## config.mk

```make
export PLATFORM = sky130hd
export DESIGN_NAME = mdio_wide_rmw
export DESIGN_NICKNAME = d
export VERILOG_FILES = /design/src/rtl/mdio_wide_rmw.sv
export SDC_FILE = /design/constraint.sdc
export NUM_CORES = 1
export LEC_CHECK = 0
export BUFFER_PORTS_ARGS = -buffer_cell sky130_fd_sc_hd__buf_2
export CAP_MARGIN = 15
export CORE_MARGIN = 2
export CORE_UTILIZATION = 55
export DETAILED_ROUTE_END_ITERATION = 16
export GPL_TIMING_DRIVEN = 0
export PLACE_DENSITY = 0.85
export SKIP_LAST_GASP = 1
export SLEW_MARGIN = 5
export SYNTH_ARGS = -nofsm -noshare
export SYNTH_HDL_FRONTEND = slang
export SYNTH_SLANG_ARGS = --single-unit
```

## constraint.sdc

```tcl
create_clock -name clk -period 2.6 [get_ports clk]
set_clock_uncertainty 0.2 [all_clocks]
set_input_delay 0.13 -clock clk [delete_from_list [all_inputs] [get_ports clk]]
set_output_delay 0.13 -clock clk [all_outputs]
set_load 0.1 [all_outputs]
```

## src/rtl/mdio_wide_rmw.sv

```systemverilog
module mdio_wide_rmw #(
  parameter logic [4:0] PAGE_PHY_BASE = 5'h18,
  parameter logic [4:0] DATA_PHY_BASE = 5'h10
) (
  input  logic        clk,
  input  logic        rst_n,
  input  logic        req_valid,
  input  logic        req_read_only,
  input  logic [31:0] req_addr,
  input  logic [31:0] req_clear,
  input  logic [31:0] req_set,
  output logic        busy,
  output logic        done,
  output logic        done_err,
  output logic [31:0] rd_data,
  output logic        mdio_req,
  output logic [4:0]  mdio_phy,
  output logic [4:0]  mdio_reg,
  output logic        mdio_wr,
  output logic [15:0] mdio_wdata,
  input  logic        mdio_ack,
  input  logic [15:0] mdio_rdata,
  input  logic        mdio_err
);

  typedef enum logic [2:0] {S_IDLE, S_PAGE, S_RDLO, S_RDHI, S_WRLO, S_WRHI} st_t;

  st_t         st;
  logic [31:0] addr_q, clr_q, set_q;
  logic        ro_q;
  logic [15:0] lo_q, hi_q;

  wire [31:0] merged = ({hi_q, lo_q} & ~clr_q) | set_q;
  wire        step   = mdio_req & mdio_ack;
  wire        hi_sel = (st == S_RDHI) || (st == S_WRHI);

  assign busy     = (st != S_IDLE);
  assign mdio_req = busy;
  assign rd_data  = {hi_q, lo_q};
  assign mdio_wr  = (st == S_PAGE) || (st == S_WRLO) || (st == S_WRHI);
  assign mdio_phy = (st == S_PAGE) ? (PAGE_PHY_BASE | {2'b00, addr_q[31:29]})
                                   : (DATA_PHY_BASE | {2'b00, addr_q[7:5]});
  assign mdio_reg = (st == S_PAGE) ? addr_q[28:24] : {addr_q[4:2], hi_sel, 1'b0};

  always_comb begin
    case (st)
      S_PAGE:  mdio_wdata = addr_q[23:8];
      S_WRLO:  mdio_wdata = merged[15:0];
      S_WRHI:  mdio_wdata = merged[31:16];
      default: mdio_wdata = 16'h0;
    endcase
  end

  always_ff @(posedge clk) begin
    if (!rst_n) begin
      st       <= S_IDLE;
      done     <= 1'b0;
      done_err <= 1'b0;
      addr_q   <= '0;
      clr_q    <= '0;
      set_q    <= '0;
      ro_q     <= 1'b0;
      lo_q     <= '0;
      hi_q     <= '0;
    end else begin
      done     <= 1'b0;
      done_err <= 1'b0;
      if (st == S_IDLE) begin
        if (req_valid) begin
          addr_q <= req_addr;
          clr_q  <= req_clear;
          set_q  <= req_set;
          ro_q   <= req_read_only;
          st     <= S_PAGE;
        end
      end else if (step) begin
        if (mdio_err) begin
          st       <= S_IDLE;
          done     <= 1'b1;
          done_err <= 1'b1;
        end else begin
          case (st)
            S_PAGE: st <= S_RDLO;
            S_RDLO: begin
              lo_q <= mdio_rdata;
              st   <= S_RDHI;
            end
            S_RDHI: begin
              hi_q <= mdio_rdata;
              if (ro_q) begin
                st   <= S_IDLE;
                done <= 1'b1;
              end else begin
                st <= S_WRLO;
              end
            end
            S_WRLO: st <= S_WRHI;
            default: begin
              st   <= S_IDLE;
              done <= 1'b1;
            end
          endcase
        end
      end
    end
  end

  p_hold_until_ack_r5: assert property (@(posedge clk) disable iff (!rst_n)
    mdio_req && !mdio_ack |=> mdio_req && $stable(mdio_phy) && $stable(mdio_reg)
                              && $stable(mdio_wr) && $stable(mdio_wdata));

  p_page_first_r1: assert property (@(posedge clk) disable iff (!rst_n)
    $rose(mdio_req) |-> mdio_wr && (mdio_phy[4:3] == 2'b11));

  p_abort_on_err_r6: assert property (@(posedge clk) disable iff (!rst_n)
    mdio_req && mdio_ack && mdio_err |=> done && done_err && !mdio_req);

  p_err_with_done_r6: assert property (@(posedge clk) disable iff (!rst_n)
    done_err |-> done);

  p_done_pulse_r7: assert property (@(posedge clk) disable iff (!rst_n)
    done |=> !done);

  p_idle_at_done_r7: assert property (@(posedge clk) disable iff (!rst_n)
    done |-> !busy);

  p_ro_no_data_write_r9: assert property (@(posedge clk) disable iff (!rst_n)
    mdio_req && mdio_wr && (mdio_phy[4:3] == 2'b10) |-> !ro_q);

endmodule

```

* After elaboration in Yosys (flattened, before gate mapping)
Cells that the tools add are included.
Word-level totals: register bits 134, bits of input ports 118, logic and storage cells 48, output and inout port bits 63
Operators by class: eq/ne operators 6, reductions and logical operators 12, bitwise gates (word level) 8, muxes and demuxes 13
Operators with widths (count):
- $pmux 16 s3 | 1
- $and 32x32->32 | 1
- $not 32->32 | 1
- $or 32x32->32 | 1
- $mux 3 | 5
- $pmux 3 s4 | 1
- $reduce_and 4->1 | 2
- $eq 3x2->1 const B | 2
- $eq 3x3->1 const B | 2
- $reduce_or 3->1 | 2
- $mux 5 | 1
- $mux 4 | 1
- $not 1->1 | 4
- $reduce_and 2->1 | 2
- $eq 3x1->1 const B | 1
- $logic_not 3->1 | 1
- $logic_or 1x1->1 | 3
- $mux 1 | 3
- $reduce_bool 3->1 | 1
- $ne 2x2->1 const B | 1
- $pmux 1 s2 | 1
- $reduce_bool 2->1 | 1
- $and 1x1->1 | 1

* Depth between registers and ports, before layout
Gate-level depths: netlist of the first run.
depth after elaboration 5, depth in mapped cells 7

* Least setup slack after synthesis of the first run
No wires, ideal clock.
path type register to output, start point reg st[1], end point out mdio_reg[0], slack -0.722 ns, path buffers 2, arrival 2.992 ns, stages on the path, launching flop included 5, cells stage by stage dfxtp_1 > buf_2 > buf_2 > nor3b_2 > and2_1
Between the ends: longest elaborated chain between the ends 2
RTL lines:
- start: declaration | RTL line 28 | st_t st;
- start signal: assignment | RTL line 56 | st <= S_IDLE;
- start signal: assignment | RTL line 74 | st <= S_PAGE;
- start signal: assignment | RTL line 78 | st <= S_IDLE;
- $eq 3x1->1 | RTL line 43 | assign mdio_reg = (st == S_PAGE) ? addr_q[28:24] : {addr_q[4:2], hi_sel, 1'b0};
- $mux 5 | RTL line 43
- end: declaration | RTL line 18 | output logic [4:0] mdio_reg,
No other way between the ends.

* Worst setup path after layout of the first run
start point reg st[0], end point out mdio_wdata[11]
Between the ends: longest elaborated chain between the ends 2, elaborated cells between the ends (all ways) 4
RTL lines:
- $eq 3x3->1 / $eq 3x1->1 (equally long branches) | RTL line 46 | case (st)
- $pmux 16 s3 * | RTL line 46
- end: declaration | RTL line 20 | output logic [15:0] mdio_wdata,
Every way passes the cells marked *; elsewhere a longest branch is shown, timed or not.

==> PnR_summary.wiki, run 1 <==
{| class="wikitable"
! Metric !! Value
|-
| Outcome || finished, violations left
|-
| Violated checks || setup timing
|-
| Number of cells produced by synthesis || 720
|-
| WL per Instance || 21.0 microns
|-
| Worst reg-to-reg setup slack || 0.07 ns
|-
| Worst R2R End || hi_q[15]
|-
| Total power || 5.37 mW
|-
| Routed wire length || 25300 microns
|-
| Required time of the worst setup path || 2.27 ns
|-
| Clock transition at path regs || 0.06 ns
|-
| HP Class || in2reg
|-
| TritonCTS clock tree || done
|-
| Max-capacitance violation count || 0
|-
| HPWL after detailed placement || 13900 microns
|-
| Startpoint of the most critical register-to-register path || st[1]
|-
| Number of antenna violations at the first check in global routing || 0
|-
| Fill cell instance count of the final layout || 489
|-
| Fin crit share || 1.02
|-
| First-pass GRT wire length || 37700 microns
|-
| Setup Slack @ Placement || 0.0904 ns
|-
| Sum of negative setup slack || -0.0531 ns
|-
| Time the worst path needs with I/O delays and setup || 2.65 ns
|-
| Number of sinks on the clock net || 132
|-
| Most common cell after layout, fill and taps aside || nand2_1
|-
| Worst Reg-to-Reg Cells || 6
|-
| Layout area overhead || 55.6%
|-
| Element type at the critical path end || primary output
|-
| Starting density of the core || 0.571
|-
| Setup repair after global routing missed its margin || true
|-
| Number of distinct standard cells referenced by the synthesized netlist || 37
|-
| Worst setup path start || st[0]
|-
| Number of buffers on the longest clock path || 2
|-
| Number of core rows || 37
|-
| Synth Net Count || 838
|-
| Seq/Total Area, Yosys || 0.446
|-
| End point of the critical path || mdio_wdata[11]
|-
| Synth Cell Area || 5920 sq um
|-
| CTS buffer count || 17
|-
| Warning count from the yosys run || 0
|-
| H-tree depth reported by CTS || 4
|-
| Final Hold Vio Count || 0
|-
| Post-synthesis register bit count || 132
|-
| Slew @ Worst Pin || 0.775 ns
|-
| Via-per-instance ratio || 6.00
|-
| Worst Path Class, Setup || reg2out
|-
| Global-route congestion overflow total || 0
|-
| Synth async-reset ratio || 0
|-
| Worst-case vdd ir drop || 0.478 mV
|-
| Vias in the first global route || 7184
|-
| Core area || 10400 sq um
|-
| Overall die area || 11600 sq um
|-
| Final design utilization || 0.888
|-
| Fraction of final layout cells with drive strength greater than 1 || 0.263
|-
| Horizontal extent of the die || 108 microns
|-
| Achievable frequency || 377 MHz
|-
| Final slew viol count || 0
|-
| Leading cell types in the layout, fill and taps excluded || nand2_1, buf_2, dlygate4sd3_1, dfxtp_1, a21boi_0
|-
| Clock Latency Late Sink || 0.52 ns
|-
| Number of routed nets with antenna violations || 0
|-
| Leakage component of the power || 3.89 nW
|-
| Maximum number of pins on one net before global-route repair || 17
|-
| Overall Global Routing Usage || 0.430
|-
| Power per standard cell area || 583 nW/um^2
|-
| Final number of setup-violating endpoints || 1
|-
| Worst-case hold slack || 0.0842 ns
|-
| Max-slew headroom || 0.484
|-
| Post-route setup slack || -0.0531 ns
|-
| Port Buf Inserts || 175
|-
| Placer congestion estimate || 0.943
|-
| Starting DRC count in detailed routing || 888
|-
| CP startpoint kind || register
|-
| Worst path arrival time || 2.32 ns
|-
| Drt first pass iters || 9
|-
| Number of enable-type register cells in the synthesized netlist || 0
|-
| Root buf cell || clkbuf_8
|-
| Routed vias || 7246
|-
| Top-level I/O count || 181
|-
| Detailed-route DRC error count || 0
|-
| Nets || 1176
|-
| Biggest fanout along the worst timing path || 10
|-
| Synthesized area divided by synthesized cell count || 8.22 sq um
|-
| Primary FF master, synth || dfxtp_1
|-
| Die height || 108 microns
|}
-- synth_stat cells (2+ instances only) --
master | number | area, sq um
a21boi_0 | 75 | 563
a21boi_1 | 54 | 405
a21oi_1 | 16 | 80.1
and2_1 | 2 | 12.5
buf_2 | 22 | 110
buf_4 | 3 | 22.5
buf_6 | 6 | 67.6
clkbuf_1 | 32 | 120
dfxtp_1 | 132 | 2640
mux2_2 | 6 | 67.6
nand2_1 | 196 | 736
nand2b_1 | 17 | 106
nand3_1 | 32 | 160
nor2_1 | 4 | 15.0
nor2b_1 | 34 | 213
nor3_1 | 2 | 10.0
nor3b_2 | 2 | 25.0
o21ai_0 | 49 | 245
o221ai_1 | 16 | 140
o31ai_1 | 2 | 15.0
or3b_2 | 2 | 17.5
-- metal layers --
layer / vias to the layer above / part of all wire / track usage
met3: 168 / 0.10 / 0.0926
met1: 3362 / 0.35 / 0.502
met5: - / 0 / 0
met4: 0 / 0.069 / 0.277
li1: 3116 / - / -
met2: 600 / 0.48 / 0.711
-- logic make-up after synthesis --
group                      count (synthesis)  share of synthesized area
AOI/OAI and AO/OA                        216                      0.251
adders and majority gates                  1                    0.00169
buffers and inverters                     64                     0.0547
DFF                                      132                      0.446
muxes                                      6                     0.0114
other                                      1                   0.000634
and+or+nand+nor                          300                      0.234
-- layout make-up --
type                       count  area [sq um]  area share
clock inverter                12          82.6     0.00897
timing repair buffer         320          2450       0.266
buffer                        63           354      0.0385
multi-input combinational    524          3060       0.332
antenna                        1          2.50    0.000272
clock buffer                  19           442      0.0480
tap                          136           170      0.0185
sequential                   132          2640       0.287
-- worst max-delay path, stage by stage, from the launching register on --
cell	delay, ns
dfxtp_1	0.32
buf_4	0.17
buf_2	0.23
clkbuf_2	0.28
o221ai_1	0.26
a21oi_2	0.22
buf_4	0.32
-- where the power goes --
part | switching, mW | total [mW] | internal, mW
sequential | 0.0688 | 2.20 | 2.13
combinational | 0.609 | 1.03 | 0.425
clock | 0.928 | 2.14 | 1.21
-- worst min-delay path by stage --
stage | from | end | slack (ns) | depth (start not counted)
detailed placement | req_clear[13] | clr_q[13] | 0.18 | 3
CTS | rst_n | st[0] | 0.007 | 3
global route | rst_n | st[0] | 0.05 | 3
floorplan | mdio_ack | st[0] | 0.04 | 1
global placement | req_clear[10] | clr_q[10] | 0.17 | 3
finish | rst_n | st[0] | 0.08 | 3
-- metrics by stage --
step	cell area [sq um]	instances
after floorplan	6010	720
after global placement	7060	1031
after detailed placement	7060	1031
after CTS	9120	1206
after global routing	9210	1206
final	9210	1207
-- registers in the layout, indices dropped and copies added (netlist names) --
name	cells
clr_q	32
addr_q	30
done	1
hi_q	16
done_err	1
lo_q	16
set_q	32
ro_q	1
st	3
-- repair_timing --
action                                  4_1_cts  5_1_grt
buffers inserted                              1        1
gates resized for setup                      34       40
endpoints found under the hold margin       132        0
hold buffers                                143        0
pin swaps                                     0        3
endpoints found under the setup margin       25       46
Note: power is estimated with default switching activity, not from simulation.
==> run 2, diff against run 1 <==
CORE_UTILIZATION = 51   (was 55)
PLACE_DENSITY = 0.79   (was 0.85)
clock period = 2.7 ns   (was 2.6 ns; I/O delays follow)
==> run 2 against run 1 <==
  * The run still ends with setup timing left
  * Sequential share of layout area stayed put
  * Combinational power is 6% lower
  * Clock power is 13% higher
  * Cell area stayed put
  * Die area is 7.6% higher
  * Via count is 0.23% lower
  * Cell count is 0.91% higher
  * Critical path depth stayed put
  * Global-route usage is 5.1 points lower
==> PnR_summary.wiki, run 2 (synthesis results as in run 1) <==
{| class="wikitable"
! Metric !! Value
|-
| Biggest fanout along the worst timing path || 10 (unchanged)
|-
| Time the worst path needs with I/O delays and setup || 2.76 ns
|-
| Clock Latency Late Sink || 0.42 ns (-0.10 ns)
|-
| Post-route non-filler standard cell count || 1218 (+0.91%)
|-
| Placer congestion estimate || 0.903 (-4.2%)
|-
| Leading cell types in the layout, fill and taps excluded || nand2_1, buf_2, dlygate4sd3_1, dfxtp_1, a21boi_0
|-
| Violated checks || setup timing
|-
| Core area || 11400 sq um (+9.6%)
|-
| Fill cell instance count of the final layout || 653 (+34%)
|-
| Global-route congestion overflow total || 0 (unchanged)
|-
| Number of routed nets with antenna violations || 0 (unchanged)
|-
| WL per Instance || 20.8 microns (-0.67%)
|-
| Worst-case hold slack || 0.0613 ns (-0.0228 ns)
|-
| Final slew viol count || 0 (unchanged)
|-
| Sum of negative setup slack || -0.0689 ns (-0.0157 ns)
|-
| Maximum single-stage delay on the critical path || 0.40 ns (+0.08 ns)
|-
| First-pass GRT wire length || 37000 microns (-2.0%)
|-
| CTS buffer count || 17 (unchanged)
|-
| Drt first pass iters || 7 (-2)
|-
| Starting DRC count in detailed routing || 917 (+3.3%)
|-
| Routed wire length || 25400 microns (+0.23%)
|-
| Root buf cell || clkbuf_16
|-
| Number of sinks on the clock net || 132 (unchanged)
|-
| Setup Slack @ Placement || -0.0393 ns (-0.130 ns)
|-
| Power per standard cell area || 598 nW/um^2 (+2.5%)
|-
| Most common cell after layout, fill and taps aside || nand2_1
|-
| Horizontal extent of the die || 112 microns (+3.7%)
|-
| Leakage component of the power || 3.92 nW (+1.0%)
|-
| Nets || 1180 (+0.34%)
|-
| Top-level I/O count || 181 (unchanged)
|-
| Max-capacitance violation count || 0 (unchanged)
|-
| Number of core rows || 39 (+5.4%)
|-
| Max-slew headroom || 0.534 (+0.0506)
|-
| Max stage delay cell, worst path || dfxtp_2
|-
| CP startpoint kind || register
|-
| H-tree depth reported by CTS || 4 (unchanged)
|-
| Number of buffers on the longest clock path || 2 (unchanged)
|-
| TritonCTS clock tree || done
|-
| Port Buf Inserts || 175 (unchanged)
|-
| Final number of setup-violating endpoints || 2 (+1)
|-
| Element type at the critical path end || primary output
|-
| Final design utilization || 0.810 (-0.0781)
|-
| Worst Path Class, Setup || reg2out
|-
| Clock transition at path regs || 0.05 ns (about the same)
|-
| Overall Global Routing Usage || 0.379 (-0.0506)
|-
| Family with the most delay on the worst path || buffers and inverters
|-
| Fraction of final layout cells with drive strength greater than 1 || 0.255 (-0.00750)
|-
| Worst path arrival time || 2.42 ns (+0.10 ns)
|-
| Slew @ Worst Pin || 0.699 ns (-0.0759 ns)
|-
| HPWL after detailed placement || 13900 microns (+0.13%)
|-
| Total power || 5.50 mW (+2.5%)
|-
| Number of antenna violations at the first check in global routing || 1 (+1)
|-
| Detailed-route DRC error count || 0 (unchanged)
|-
| Worst-case vdd ir drop || 0.394 mV (-18%)
|-
| Starting density of the core || 0.521 (-0.0502)
|-
| Vias in the first global route || 7126 (-0.81%)
|-
| Overall die area || 12500 sq um (+7.6%)
|-
| Largest registers || clr_q x32, set_q x32, addr_q x30
|-
| Final instance area || 9210 sq um (unchanged)
|-
| Layout area overhead || 55.6% (unchanged)
|-
| Outcome || finished, violations left
|-
| Cell chain of the critical path || buf_4 > buf_2 > buf_2 > o221ai_1 > a21oi_2 > buf_4
|-
| Post-Place Cell Area || 7040 sq um (-0.27%)
|-
| Via-per-instance ratio || 5.94 (-1.1%)
|-
| Achievable frequency || 362 MHz
|-
| Placed cells || 1038 (+0.68%)
|-
| Die height || 112 microns (+3.7%)
|-
| Required time of the worst setup path || 2.37 ns (+0.10 ns)
|-
| Routed vias || 7229 (-0.23%)
|-
| Buffers and inverters on the worst path || 4 (unchanged)
|-
| Post-route setup slack || -0.0596 ns (-0.00646 ns)
|-
| Fin crit share || 1.02
|-
| Final Hold Vio Count || 0 (unchanged)
|-
| HP Class || in2reg
|-
| Maximum number of pins on one net before global-route repair || 17 (unchanged)
|}
## run 2: changes by cell type in the layout (fill, tap and decap cells not counted), moves of 5 or more
cell / previous run / this run
buf_8: 5 / 0
buf_2: 169 / 180
clkbuf_1: 22 / 27
mux2_4: 6 / 0
mux2_2: 0 / 6
## run 2: power breakdown
group | switching, mW | leakage, nW | internal [mW] | total (mW)
clock | 0.918 | 0.295 | 1.50 | 2.42
sequential | 0.0679 | 1.08 | 2.05 | 2.12
combinational | 0.578 | 2.55 | 0.395 | 0.973
total | 1.56 | 3.92 | 3.94 | 5.50
## run 2: layer usage
layer	GRT usage	part of all wire	wire length, microns
met3	0.105	0.10	2620
met5	0	0	0
met2	0.643	0.47	11800
met1	0.423	0.35	8970
met4	0.231	0.077	1960
## run 2: tightest hold or removal path, cell delays in order
cell and delay, ns:
buf_2 0.13, or3b_2 0.19, a221o_1 0.13, a21boi_1 0.05
## run 2: repair_timing
action,4_1_cts,5_1_grt
endpoints found under the hold margin,132,0
setup endpoints to repair,16,19
gates resized for setup,15,21
pin swaps,0,0
hold buffers,147,0
buffers inserted,0,2
## run 2: area by class of cell
cell class / instances / area [sq um] / area share
Antenna cell: 1 / 2.50 / 0.000272
Multi-Input combinational cell: 524 / 3030 / 0.329
Timing Repair Buffer: 324 / 2420 / 0.263
Buffer: 63 / 329 / 0.0357
Tap cell: 143 / 179 / 0.0194
Clock buffer: 19 / 453 / 0.0492
Sequential cell: 132 / 2640 / 0.287
Clock inverter: 12 / 155 / 0.0168
## run 2: final timing paths
kind / start / end / slack, ns / cells past startpoint
setup / recovery: st[2] / mdio_wdata[1] / -0.06 / 6
hold / removal: req_valid / st[2] / 0.06 / 4
setup reg to reg: st[1] / addr_q[2] / 0.17 / 6
hold reg to reg: set_q[8] / set_q[8] / 0.25 / 2
==> run 3, diff against run 2 <==
ABC_AREA = 1   (was default)
CORE_UTILIZATION = 30   (was 51)
PLACE_DENSITY = default   (was 0.79)
==> run 3 against run 2 <==
  * The flow now finishes without violations
  * Critical path depth grew 2
  * Utilization shrank 33 points
  * Fmax grew 7.2%
  * Power grew 48%
  * Register-to-register slack gained 0.51 ns
  * Largest cell class is now sequential cells
  * Largest power group is now combinational logic
  * Highest routed layer unchanged
==> PnR_summary.wiki, run 3 <==
{| class="wikitable"
! Metric !! Value
|-
| CTS buffer count || 17 (unchanged)
|-
| Max-capacitance violation count || 0 (unchanged)
|-
| Worst reg-to-reg setup slack || 0.68 ns (+0.51 ns)
|-
| Drt first pass iters || 5 (-2)
|-
| Nets || 1135 (-3.8%)
|-
| Horizontal extent of the die || 137 microns (+23%)
|-
| Number of cells produced by synthesis || 706 (-1.9%)
|-
| Hold_sp || rst_n
|-
| Setup Slack @ Placement || 0.386 ns (+0.425 ns)
|-
| Leading cell types by total area after synthesis || dfxtp_1, a21oi_1, o21ai_0
|-
| Port Buf Inserts || 177 (+1.1%)
|-
| Leading cell types in the layout, fill and taps excluded || buf_2, a21oi_1, dfxtp_1, dlygate4sd3_1, nand2_1
|-
| Outcome || complete, no violations
|-
| Worst Reg-to-Reg Cells || 8 (+2)
|-
| WHS Endpoint || addr_q[20]
|-
| WL per Instance || 17.2 microns (-17%)
|-
| Leakage component of the power || 3.51 nW (-11%)
|-
| Buffers and inverters on the worst path || 5 (+1)
|-
| Cell with the most instances after synthesis || dfxtp_1
|-
| Number of buffers on the longest clock path || 2 (unchanged)
|-
| Starting DRC count in detailed routing || 485 (-47%)
|-
| Synthesized area divided by synthesized cell count || 7.54 sq um (-8.3%)
|-
| Element type at the critical path end || primary output
|-
| Post-Synth Simple-Gate Area || 0.171 (-0.0637)
|-
| Global-route congestion overflow total || 0 (unchanged)
|-
| Library cell with the largest summed area after synthesis || dfxtp_1
|-
| Final slew viol count || 0 (unchanged)
|-
| Post-route non-filler standard cell count || 1255 (+3.0%)
|-
| Worst path most repeated cell || buf_2
|-
| Fin crit share || 0.954 (-0.0686)
|-
| Placer congestion estimate || 0.860 (-4.8%)
|-
| Most common cell after layout, fill and taps aside || buf_2
|-
| Post-synthesis register bit count || 132 (unchanged)
|-
| Met3 usage || 0.0504 (-0.0541)
|-
| Worst path arrival time || 2.24 ns (-0.18 ns)
|-
| Clock Latency Late Sink || 0.42 ns (about the same)
|-
| Routed wire length || 21600 microns (-15%)
|-
| Routed vias || 6040 (-16%)
|-
| Die height || 137 microns (+23%)
|-
| Final Hold Vio Count || 0 (unchanged)
|-
| Synthesized-area fraction occupied by xor and xnor cells || 0 (unchanged)
|-
| Sum of negative setup slack || 0 ns (+0.0689 ns)
|-
| Portion of synthesized cell area occupied by the leading cell type || 0.497 (+0.0503)
|-
| Total power || 8.13 mW (+48%)
|-
| Required time of the worst setup path || 2.37 ns (about the same)
|-
| Met1 track demand over resource || 0.285 (-0.138)
|-
| Placed cells || 1108 (+6.7%)
|-
| Largest family of logic cells by synthesized area || compound AO/OA/AOI/OAI gates
|-
| Achievable frequency || 388 MHz (+7.2%)
|-
| Power per standard cell area || 978 nW/um^2 (+64%)
|-
| Fraction of the mapped netlist area in adder cells || 0 (-0.00169)
|-
| Postcts setup bufs || 0 (unchanged)
|-
| Clock transition at path regs || 0.07 ns (+0.02 ns)
|-
| Max-slew headroom || 0.477 (-0.0572)
|-
| Worst-case vdd ir drop || 0.492 mV (+25%)
|-
| TritonCTS clock tree || done
|-
| Seq/Total Area, Yosys || 0.497 (+0.0503)
|-
| CP startpoint kind || register
|-
| H-tree depth reported by CTS || 4 (unchanged)
|-
| Core area || 17300 sq um (+52%)
|-
| Number of enable-type register cells in the synthesized netlist || 0 (unchanged)
|-
| Vias in the first global route || 5837 (-18%)
|-
| Fill cell instance count of the final layout || 1769 (+170%)
|-
| Detailed-route DRC error count || 0 (unchanged)
|-
| Setup repair after global routing missed its margin || false
|-
| Share of the synthesized area in compound gates (AO/OA/AOI/OAI) || 0.234 (-0.0164)
|-
| Number of sinks on the clock net || 132 (unchanged)
|-
| Worst R2R End || done
|-
| Final number of setup-violating endpoints || 0 (-2)
|-
| Family with the most delay on the worst path || buffers and inverters
|-
| Primary FF master, synth || dfxtp_1
|-
| Worst Path Class, Setup || reg2out
|-
| Top-level I/O count || 181 (unchanged)
|-
| Top cells by count, synth || dfxtp_1, a21oi_1, nand2_1
|-
| Cell chain of the critical path || buf_2 > inv_1 > nand3_1 > inv_2 > buf_2 > nand2_1 > o211ai_1 > buf_4
|-
| Worst-case hold slack || 0.0820 ns (+0.0207 ns)
|-
| Synth Net Count || 824 (-1.7%)
|-
| Max stage delay cell, worst path || buf_4
|-
| Most used routing layer in global routing || met2
|-
| Number of antenna violations at the first check in global routing || 0 (-1)
|-
| Via-per-instance ratio || 4.81 (-19%)
|-
| Overall die area || 18800 sq um (+51%)
|-
| HPWL after detailed placement || 15500 microns (+11%)
|-
| Maximum single-stage delay on the critical path || 0.34 ns (-0.06 ns)
|-
| Warning count from the yosys run || 0 (unchanged)
|-
| Fraction of final layout cells with drive strength greater than 1 || 0.256 (+0.00119)
|-
| Total inserted antenna cells || 0 (-1)
|-
| Overall Global Routing Usage || 0.228 (-0.152)
|-
| Depth of the worst hold-timing path || 4 (unchanged)
|-
| Synth Cell Area || 5320 sq um (-10%)
|-
| Number of core rows || 48 (+23%)
|-
| First-pass GRT wire length || 31300 microns (-15%)
|-
| Largest registers || clr_q x32, set_q x32, addr_q x30
|-
| Root buf cell || clkbuf_16
|-
| Layout area overhead || 56.4%
|-
| Number of distinct standard cells referenced by the synthesized netlist || 20 (-46%)
|-
| HP Class || in2reg
|-
| Met2 Resource Use GR || 0.385 (-0.258)
|-
| Time the worst path needs with I/O delays and setup || 2.57 ns (-0.185 ns)
|-
| Post-route setup slack || 0.126 ns (+0.185 ns)
|-
| Maximum number of pins on one net before global-route repair || 17 (unchanged)
|-
| Biggest fanout along the worst timing path || 10 (unchanged)
|-
| Multiplexer share of the synthesized area || 0 (-0.0114)
|-
| Slew @ Worst Pin || 0.785 ns (+0.0857 ns)
|-
| Starting density of the core || 0.308 (-0.213)
|-
| Number of routed nets with antenna violations || 0 (unchanged)
|-
| Synth async-reset ratio || 0 (unchanged)
|-
| Startpoint of the most critical register-to-register path || st[1]
|}
[run 3: cell count changes after synthesis, moves of 9 or more]
cell,delta
nand2b_1,-17
inv_1,+62
o211ai_1,+16
nor2_1,+35
o21ai_0,+44
o221ai_1,-16
buf_2,-9
nand3_1,+35
a21boi_0,-75
a21boi_1,-54
buf_4,+10
nand2_1,-93
a21oi_1,+115
nor2b_1,-34
[run 3: area by class of cell]
| type | count | area (sq um) | share of cell area |
|---|---|---|---|
| sequential | 132 | 2670 | 0.320 |
| multi-input combinational | 455 | 2160 | 0.260 |
| timing repair buffer | 291 | 2080 | 0.250 |
| clock buffer | 18 | 429 | 0.0516 |
| tap | 225 | 282 | 0.0338 |
| buffer | 53 | 272 | 0.0326 |
| inverter | 66 | 248 | 0.0298 |
| clock inverter | 14 | 179 | 0.0215 |
| timing repair inverter | 1 | 5.00 | 0.000602 |
[run 3: routing by layer]
| layer | share of wire | vias up |
|---|---|---|
| met5 | 0 | - |
| met4 | 0.025 | 0 |
| met3 | 0.058 | 31 |
| met2 | 0.47 | 204 |
| met1 | 0.45 | 2821 |
| li1 | - | 2984 |
[run 3: power breakdown]
group | switching, mW | leakage (nW) | total (mW) | internal, mW
combinational | 2.35 | 2.13 | 3.20 | 0.846
sequential | 0.183 | 1.09 | 2.53 | 2.35
clock | 0.939 | 0.293 | 2.40 | 1.47
[run 3: worst max path at each step]
stage,start,end,cells after the start
6_report,st[1],mdio_wdata[3],8
2_1_floorplan,st[1],mdio_phy[0],5
3_5_place_dp,st[1],mdio_wdata[1],8
5_1_grt,st[1],mdio_reg[3],7
3_3_place_gp,st[1],mdio_wdata[3],8
4_1_cts,st[1],mdio_wdata[11],8
[run 3: per-stage QoR]
stage                     area, sq um  utilization
after floorplan                  5340            -
after global placement           6510        0.376
after detailed placement         6510        0.376
after CTS                        8280        0.479
after global routing             8320        0.481
final                            8320        0.481
[run 3: cells by family (layout without fill, tap and decap cells)]
logic type,after synthesis,count (layout)
compound gates,241,241
buf+inv,119,443
flops,132,132
simple gates,213,213
other cells,1,1
[run 3: timing repair]
| item | CTS | global route |
|---|---|---|
| hold buffers | 114 | 0 |
| pin swaps | 0 | 0 |
| endpoints found under the setup margin | 9 | 16 |
| endpoints found under the hold margin | 132 | 0 |
| resized for setup | 9 | 11 |
| gates cloned | 0 | 1 |
[run 3: worst register-to-register path: stages, from the launching register on]
cell and delay [ns]:
dfxtp_1 0.30, buf_2 0.17, inv_1 0.15, nand3_2 0.21
nand2_1 0.14, nor2_1 0.06, nor2_1 0.09, nor2_1 0.05
dlygate4sd3_1 0.55
